===== src/rtl/exc_pend_pkg.sv =====
package exc_pend_pkg;

    // Flag slots; the order is fixed because every table below uses it.
    localparam int NUM_EXC  = 3;
    localparam int SLOT_NMI = 0;
    localparam int SLOT_SVC = 1;
    localparam int SLOT_TCK = 2;

    // Status field placement in the read word.
    localparam int IRQ_POS = 22;
    localparam int VEC_LSB = 12;
    localparam int PRE_POS = 11;

    typedef struct packed {
        logic [NUM_EXC-1:0] pend;
        logic               line_prev;
    } pend_state_t;

    function automatic int set_pos(input int slot);
        case (slot)
            SLOT_NMI: return 31;
            SLOT_SVC: return 28;
            default:  return 26;
        endcase
    endfunction

    function automatic bit has_clr(input int slot);
        return slot != SLOT_NMI;
    endfunction

    function automatic int clr_pos(input int slot);
        case (slot)
            SLOT_SVC: return 27;
            SLOT_TCK: return 25;
            default:  return 0;
        endcase
    endfunction

    function automatic int exc_id(input int slot);
        case (slot)
            SLOT_NMI: return 2;
            SLOT_SVC: return 14;
            default:  return 15;
        endcase
    endfunction

endpackage


===== src/rtl/exc_pend_wrdec.sv =====
module exc_pend_wrdec
    import exc_pend_pkg::*;
#(
    parameter int DATA_W = 32
) (
    input  logic              wr_en_i,
    input  logic [DATA_W-1:0] wdata_i,
    output logic [NUM_EXC-1:0] sw_set_o,
    output logic [NUM_EXC-1:0] sw_clr_o
);

    logic wdata_unused;
    assign wdata_unused = ^wdata_i;

    for (genvar g = 0; g < NUM_EXC; g++) begin : g_slot
        localparam int SP = set_pos(g);
        assign sw_set_o[g] = wr_en_i & wdata_i[SP];
        if (has_clr(g)) begin : g_clr
            localparam int CP = clr_pos(g);
            assign sw_clr_o[g] = wr_en_i & wdata_i[CP];
        end else begin : g_noclr
            assign sw_clr_o[g] = 1'b0;
        end
    end

endmodule


===== src/rtl/exc_pend_next.sv =====
module exc_pend_next
    import exc_pend_pkg::*;
#(
    parameter int ID_W = 9
) (
    input  logic [NUM_EXC-1:0] pend_q_i,
    input  logic [NUM_EXC-1:0] sw_set_i,
    input  logic [NUM_EXC-1:0] sw_clr_i,
    input  logic [NUM_EXC-1:0] hw_set_i,
    input  logic               ack_valid_i,
    input  logic [ID_W-1:0]    ack_id_i,
    output logic [NUM_EXC-1:0] pend_d_o
);

    for (genvar g = 0; g < NUM_EXC; g++) begin : g_slot
        localparam logic [ID_W-1:0] EID = ID_W'(exc_id(g));
        logic ack_hit;
        assign ack_hit = ack_valid_i && (ack_id_i == EID);
        // Hardware events beat every clear; software clear beats software set.
        assign pend_d_o[g] = hw_set_i[g]
                           | (sw_set_i[g] & ~sw_clr_i[g])
                           | (pend_q_i[g] & ~sw_clr_i[g] & ~ack_hit);
    end

endmodule


===== src/rtl/exc_pend_rdmux.sv =====
module exc_pend_rdmux
    import exc_pend_pkg::*;
#(
    parameter int DATA_W = 32,
    parameter int VEC_W  = 9
) (
    input  logic               sel_i,
    input  logic [NUM_EXC-1:0] pend_i,
    input  logic               irq_pend_i,
    input  logic [VEC_W-1:0]   vec_i,
    input  logic               preempt_i,
    output logic [DATA_W-1:0]  rdata_o
);

    logic [DATA_W-1:0] word;

    always_comb begin
        word = '0;
        for (int s = 0; s < NUM_EXC; s++) begin
            word[set_pos(s)] = pend_i[s];
        end
        word[IRQ_POS]                 = irq_pend_i;
        word[VEC_LSB +: VEC_W]        = vec_i;
        word[PRE_POS]                 = preempt_i;
        rdata_o = sel_i ? word : '0;
    end

endmodule


===== src/rtl/exc_pend_ctrl.sv =====
module exc_pend_ctrl
    import exc_pend_pkg::*;
#(
    parameter int DATA_W = 32,
    parameter int ID_W   = 9,
    parameter int VEC_W  = 9
) (
    input  logic              clk_i,
    input  logic              rst_ni,
    input  logic              reg_wr_i,
    input  logic              reg_sel_i,
    input  logic [DATA_W-1:0] reg_wdata_i,
    output logic [DATA_W-1:0] reg_rdata_o,
    input  logic              ack_valid_i,
    input  logic [ID_W-1:0]   ack_id_i,
    input  logic              nmi_line_i,
    input  logic              tick_wrap_i,
    input  logic [VEC_W-1:0]  core_vec_i,
    input  logic              core_irq_pend_i,
    input  logic              core_preempt_i,
    output logic              nmi_pend_o,
    output logic              svc_pend_o,
    output logic              tick_pend_o
);

    pend_state_t st_q, st_d;

    logic [NUM_EXC-1:0] sw_set, sw_clr, hw_set, pend_nx;

    exc_pend_wrdec #(.DATA_W(DATA_W)) u_wrdec (
        .wr_en_i  (reg_wr_i & reg_sel_i),
        .wdata_i  (reg_wdata_i),
        .sw_set_o (sw_set),
        .sw_clr_o (sw_clr)
    );

    always_comb begin
        hw_set           = '0;
        hw_set[SLOT_NMI] = nmi_line_i & ~st_q.line_prev;
        hw_set[SLOT_TCK] = tick_wrap_i;
    end

    exc_pend_next #(.ID_W(ID_W)) u_next (
        .pend_q_i    (st_q.pend),
        .sw_set_i    (sw_set),
        .sw_clr_i    (sw_clr),
        .hw_set_i    (hw_set),
        .ack_valid_i (ack_valid_i),
        .ack_id_i    (ack_id_i),
        .pend_d_o    (pend_nx)
    );

    always_comb begin
        st_d           = st_q;
        st_d.pend      = pend_nx;
        st_d.line_prev = nmi_line_i;
    end

    always_ff @(posedge clk_i or negedge rst_ni) begin
        if (!rst_ni) begin
            st_q <= '0;
        end else begin
            st_q <= st_d;
        end
    end

    exc_pend_rdmux #(.DATA_W(DATA_W), .VEC_W(VEC_W)) u_rdmux (
        .sel_i      (reg_sel_i),
        .pend_i     (st_q.pend),
        .irq_pend_i (core_irq_pend_i),
        .vec_i      (core_vec_i),
        .preempt_i  (core_preempt_i),
        .rdata_o    (reg_rdata_o)
    );

    assign nmi_pend_o  = st_q.pend[SLOT_NMI];
    assign svc_pend_o  = st_q.pend[SLOT_SVC];
    assign tick_pend_o = st_q.pend[SLOT_TCK];

endmodule


===== config.mk =====
export PLATFORM = sky130hd
export DESIGN_NAME = exc_pend_ctrl
export DESIGN_NICKNAME = d
export VERILOG_FILES = /design/src/rtl/exc_pend_pkg.sv /design/src/rtl/exc_pend_wrdec.sv /design/src/rtl/exc_pend_next.sv /design/src/rtl/exc_pend_rdmux.sv /design/src/rtl/exc_pend_ctrl.sv
export SDC_FILE = /design/constraint.sdc
export NUM_CORES = 1
export LEC_CHECK = 0
export CAP_MARGIN = 40
export CORE_ASPECT_RATIO = 0.75
export CORE_MARGIN = 5
export CORE_UTILIZATION = 22
export DETAILED_ROUTE_END_ITERATION = 8
export PLACE_DENSITY = 0.89
export SKIP_CTS_REPAIR_TIMING = 1
export SYNTH_ARGS = -nofsm -noshare
export SYNTH_HDL_FRONTEND = slang
export SYNTH_HIERARCHICAL = 1
export SYNTH_SLANG_ARGS = --single-unit
export TNS_END_PERCENT = 50

===== constraint.sdc =====
create_clock -name clk_i -period 1.8 [get_ports clk_i]
set_clock_uncertainty 0.05 [all_clocks]
set_input_delay 0.18 -clock clk_i [delete_from_list [all_inputs] [get_ports clk_i]]
set_output_delay 0.18 -clock clk_i [all_outputs]
set_load 0.01 [all_outputs]

### Yosys cells after proc, flatten, opt, wreduce, memory -nomap -nowiden

Index checks and enable logic that the tools add are counted.

* flip-flop bits (word level): 4
* bits of input ports: 59
* output and inout port bits: 35

* eq/ne operators: 3
* bitwise operators: 25
* mux-type cells: 1
* reduce and logical (&&, ||, !) cells: 3

Operators with widths (number)
* $mux W32: 1
* $eq A9 B4 Y1 const B: 2
* $and A1 B1 Y1: 14
* $eq A9 B2 Y1 const B: 1
* $not A1 Y1: 6
* $or A1 B1 Y1: 5
* $logic_and A1 B1 Y1: 3

### Depth between registers and ports, before layout

* depth after elaboration: 6
* depth in mapped cells: 5

### By module

The synthesis kept the hierarchy.

By module, submodules not included
* exc_pend_rdmux: sequential area each 0.0 um2, area an instance 250.2 um2, cells each 34, instances 1
* exc_pend_next: sequential area each 0.0 um2, area an instance 125.1 um2, cells each 16, instances 1
* exc_pend_ctrl: sequential area each 100.1 um2, area an instance 123.9 um2, cells each 7, instances 1
* exc_pend_wrdec: sequential area each 0.0 um2, area an instance 42.5 um2, cells each 7, instances 1

### Worst setup path before layout

No wires, ideal clock.

* path type: input port to flip-flop
* from: in reg_wr_i
* to: reg st_q, in the netlist tick_pend_o
* required time: 1.626 ns
* arrival: 0.889 ns
* stages on the path: 5
* setup slack: 0.737 ns
* buffers on the path: 0
* cell sequence: and2_1 -> and2_1 -> nor2b_1 -> a41oi_1 -> or2_1

* elaborated cells on any way between the ends: 9
* classes of those cells: 9 x bitwise

RTL lines
* start: declaration: line exc_pend_ctrl.sv:10 `input logic reg_wr_i,`
* $and A1 B1 Y1: line exc_pend_ctrl.sv:31 `.wr_en_i (reg_wr_i & reg_sel_i),`
* $and A1 B1 Y1: line exc_pend_wrdec.sv:17 `assign sw_set_o[g] = wr_en_i & wdata_i[SP];`
* named net sw_set[2]: line exc_pend_ctrl.sv:28 `logic [NUM_EXC-1:0] sw_set, sw_clr, hw_set, pend_nx;`
* $and A1 B1 Y1: line exc_pend_next.sv:21 `| (sw_set_i[g] & ~sw_clr_i[g])`
* $or A1 B1 Y1: line exc_pend_next.sv:21
* $or A1 B1 Y1: line exc_pend_next.sv:22 `| (pend_q_i[g] & ~sw_clr_i[g] & ~ack_hit);`
* named net pend_nx[2]: line exc_pend_ctrl.sv:28
* end signal: assignment: line exc_pend_ctrl.sv:63 `st_q <= st_d;`
* end: declaration: line exc_pend_ctrl.sv:26 `pend_state_t st_q, st_d;`

The timed path passes the listed nets, and every way through them passes these cells.

### Worst setup path in the final report

* from: in reg_sel_i
* to: out reg_rdata_o[15]

* cells in the longest elaborated chain, start to end: 1

RTL lines
* start: declaration: line exc_pend_ctrl.sv:11 `input logic reg_sel_i,`
* $mux W32: line exc_pend_rdmux.sv:25 `rdata_o = sel_i ? word : '0;`
* end: declaration: line exc_pend_ctrl.sv:13 `output logic [DATA_W-1:0] reg_rdata_o,`

No other way between the ends.

==> results.py <==
metrics = {
    "run": {
        "cap_violations": 0,
    },
    "clock_network": {
        "cts_buffer_depth": 2,
        "numCtsBuffers": 3,
        "clock-sinks": 4,
        "clockRootBuffer": "clkbuf_4",
        "cts_tree": "done",
        "clkLatencyLatePin_ns": 0.23,
        "cts_max_level": 1,
        "clk_pin_slew_worst_paths_ns": 0.04,
    },
    "sta": {
        "fmax_mhz": 588,
        "hold_viol": 0,
        "setup_tns_ns": 0,
        "rsz0062_at_grt": "no",
        "post-route-period-util_pct": 94.5,
        "hold_ws_ns": 0.102,
        "post-route-min-period_ns": 1.70,
        "slew_viol_final": 0,
        "setup_viol": 0,
        "fin_ws_ns": 0.0993,
    },
    "synth": {
        "syn_avg_cell_area_um2": 8.47,
        "postSynthCellCount": 64,
        "synth_top_family_by_area": "simple AND/OR/NAND/NOR gates",
        "syn_area_um2": 542,
        "synth.distinct_cells": 20,
        "synth_compound_area_share_pct": 6.24,
        "synth-seq-cells": 4,
        "seq_area_frac_synth_pct": 18.5,
        "synth.area.mux_share_pct": 0,
        "synthSimpleGateAreaFrac_pct": 44.8,
        "synthXorXnorAreaFrac_pct": 0,
        "synthAdderAreaFrac_pct": 0,
        "yosys_warnings": 6,
    },
    "worst_setup_path": {
        "worst-endpoint-required_ns": 1.57,
        "start_kind": "input port",
        "max_stage_delay_ns": 0.54,
        "timing.critical_path.buf_inv": 3,
        "cp_slowest_cell": "clkdlybuf4s50_1",
        "criticalPathCategory": "in2out",
        "critPathTopFamily": "buffers and inverters",
        "path_cells": "clkdlybuf4s50_1 > buf_4 > and2_2 > clkdlybuf4s50_1",
        "cpMostUsedCell": "clkdlybuf4s50_1",
        "worst_setup_path_end_kind": "output port",
        "critical_path_arrival_ns": 1.47,
        "cp_max_fo": 10,
    },
    "detailed_routing": {
        "route.detailed.drc": 0,
        "dr.pass1.iters": 2,
        "avgRoutedWirePerCell_um": 11.7,
        "routed_via_density": 3.67,
        "wl_um": 1760,
        "ant_nets": 0,
        "vias": 551,
        "drt_iter0_markers": 3,
    },
    "die": {
        "initial_core_util_pct": 23.3,
        "die_area_um2": 3570,
        "dieHeight_um": 53.0,
        "io_pins": 94,
        "coreArea_um2": 2330,
        "chipWidth_um": 67.3,
        "rows": 15,
    },
    "pwr": {
        "p_leak_uw": 0.000428,
        "power_density_nw_per_um2": 394,
        "power_uw": 401,
        "ir_drop_uv": 292,
    },
    "global_routing": {
        "antenna_found_initial": 0,
        "grt_max_degree": 11,
        "grt_pass1_wl_um": 2500,
        "track_usage_pct": 9.56,
        "grt_pass1_vias": 569,
        "grt_overflow": 0,
    },
    "final_layout": {
        "syn_to_final_growth_pct": 88.2,
        "fillerInstances": 252,
        "drive_above_1_share_pct": 14.7,
        "final_common_cell": "clkdlybuf4s50_1",
        "final_cell_mix": "48 x clkdlybuf4s50_1, 22 x conb_1, 10 x and2_1, 10 x and2_2, 4 x dfrtp_1",
        "fin_nets": 177,
        "diodes": 0,
        "postLayoutCellArea_um2": 1020,
    },
    "status": {
        "status": "finished, final reports clean",
    },
    "placed_design": {
        "port_buffers": 48,
        "dp_slack_ns": 0.0408,
        "placed_area_um2": 997,
        "gp_congestion": 0.751,
    },
    "min_path": {
        "hold_path_class": "in2async",
    },
}
logic make-up after synthesis:
group,Yosys count
and+or+nand+nor,33
AOI/OAI and AO/OA,4
buffers and inverters,20
other,3
DFF,4
path summary, 6_finish.rpt:
kind,slack (ns),start,to,cells past startpoint
max,0.1,reg_sel_i,reg_rdata_o[15],4
min,0.10,rst_ni,tick_pend_o,1
max reg2reg,0.83,tick_pend_o,tick_pend_o,3
min reg2reg,0.54,st_q[0],nmi_pend_o,2
max in group asynchronous,1.43,rst_ni,nmi_pend_o,1
min in group clk_i,0.38,nmi_line_i,st_q[0],1
cell type report:
class | count | area, um2 | area share (%)
clock buffers | 3 | 22.5 | 2.21
multi-input cells | 59 | 359 | 35.2
flip-flops and latches | 4 | 100 | 9.82
well taps | 34 | 42.5 | 4.17
repair buffers | 50 | 495 | 48.6
flip-flops by register name, summed over array words and instances, names as in the netlist:
register,count
svc_pend_o,1
nmi_pend_o,1
st_q,1
tick_pend_o,1
synthesized netlist by cell type, drive strengths merged:
cell type | n | area, um2
a21o | 1 | 7.51
nor2 | 3 | 11.3
o311a | 1 | 10.0
a41oi | 1 | 8.76
conb | 3 | 11.3
or2 | 1 | 6.26
and2 | 20 | 138
nand4 | 1 | 6.26
nor4 | 1 | 21.3
nor4b | 1 | 8.76
o21bai | 1 | 7.51
dfrtp | 4 | 100
buf | 20 | 154
nand2b | 1 | 6.26
nor2b | 3 | 26.3
and4b | 1 | 10.0
nand4b | 1 | 8.76
metrics by stage:
step / instances / util [%]
finish: 150 / 43.8
global route: 150 / 43.8
CTS: 150 / 43.8
detailed placement: 147 / 42.8
global placement: 147 / 42.8
floorplan: 83 / -
power breakdown:
part	internal [uW]	switching [uW]
Combinational	122	69.5
Clock	74.4	34.6
Sequential	96.1	4.62
Total	293	109
routing by layer:
metal | track usage (%) | part of all wire [%]
met2 | 19.2 | 52
met1 | 8.23 | 33
met5 | 0 | 0
met3 | 6.37 | 16
met4 | 0 | 0
No activity file was read; power rests on OpenSTA's default activity.
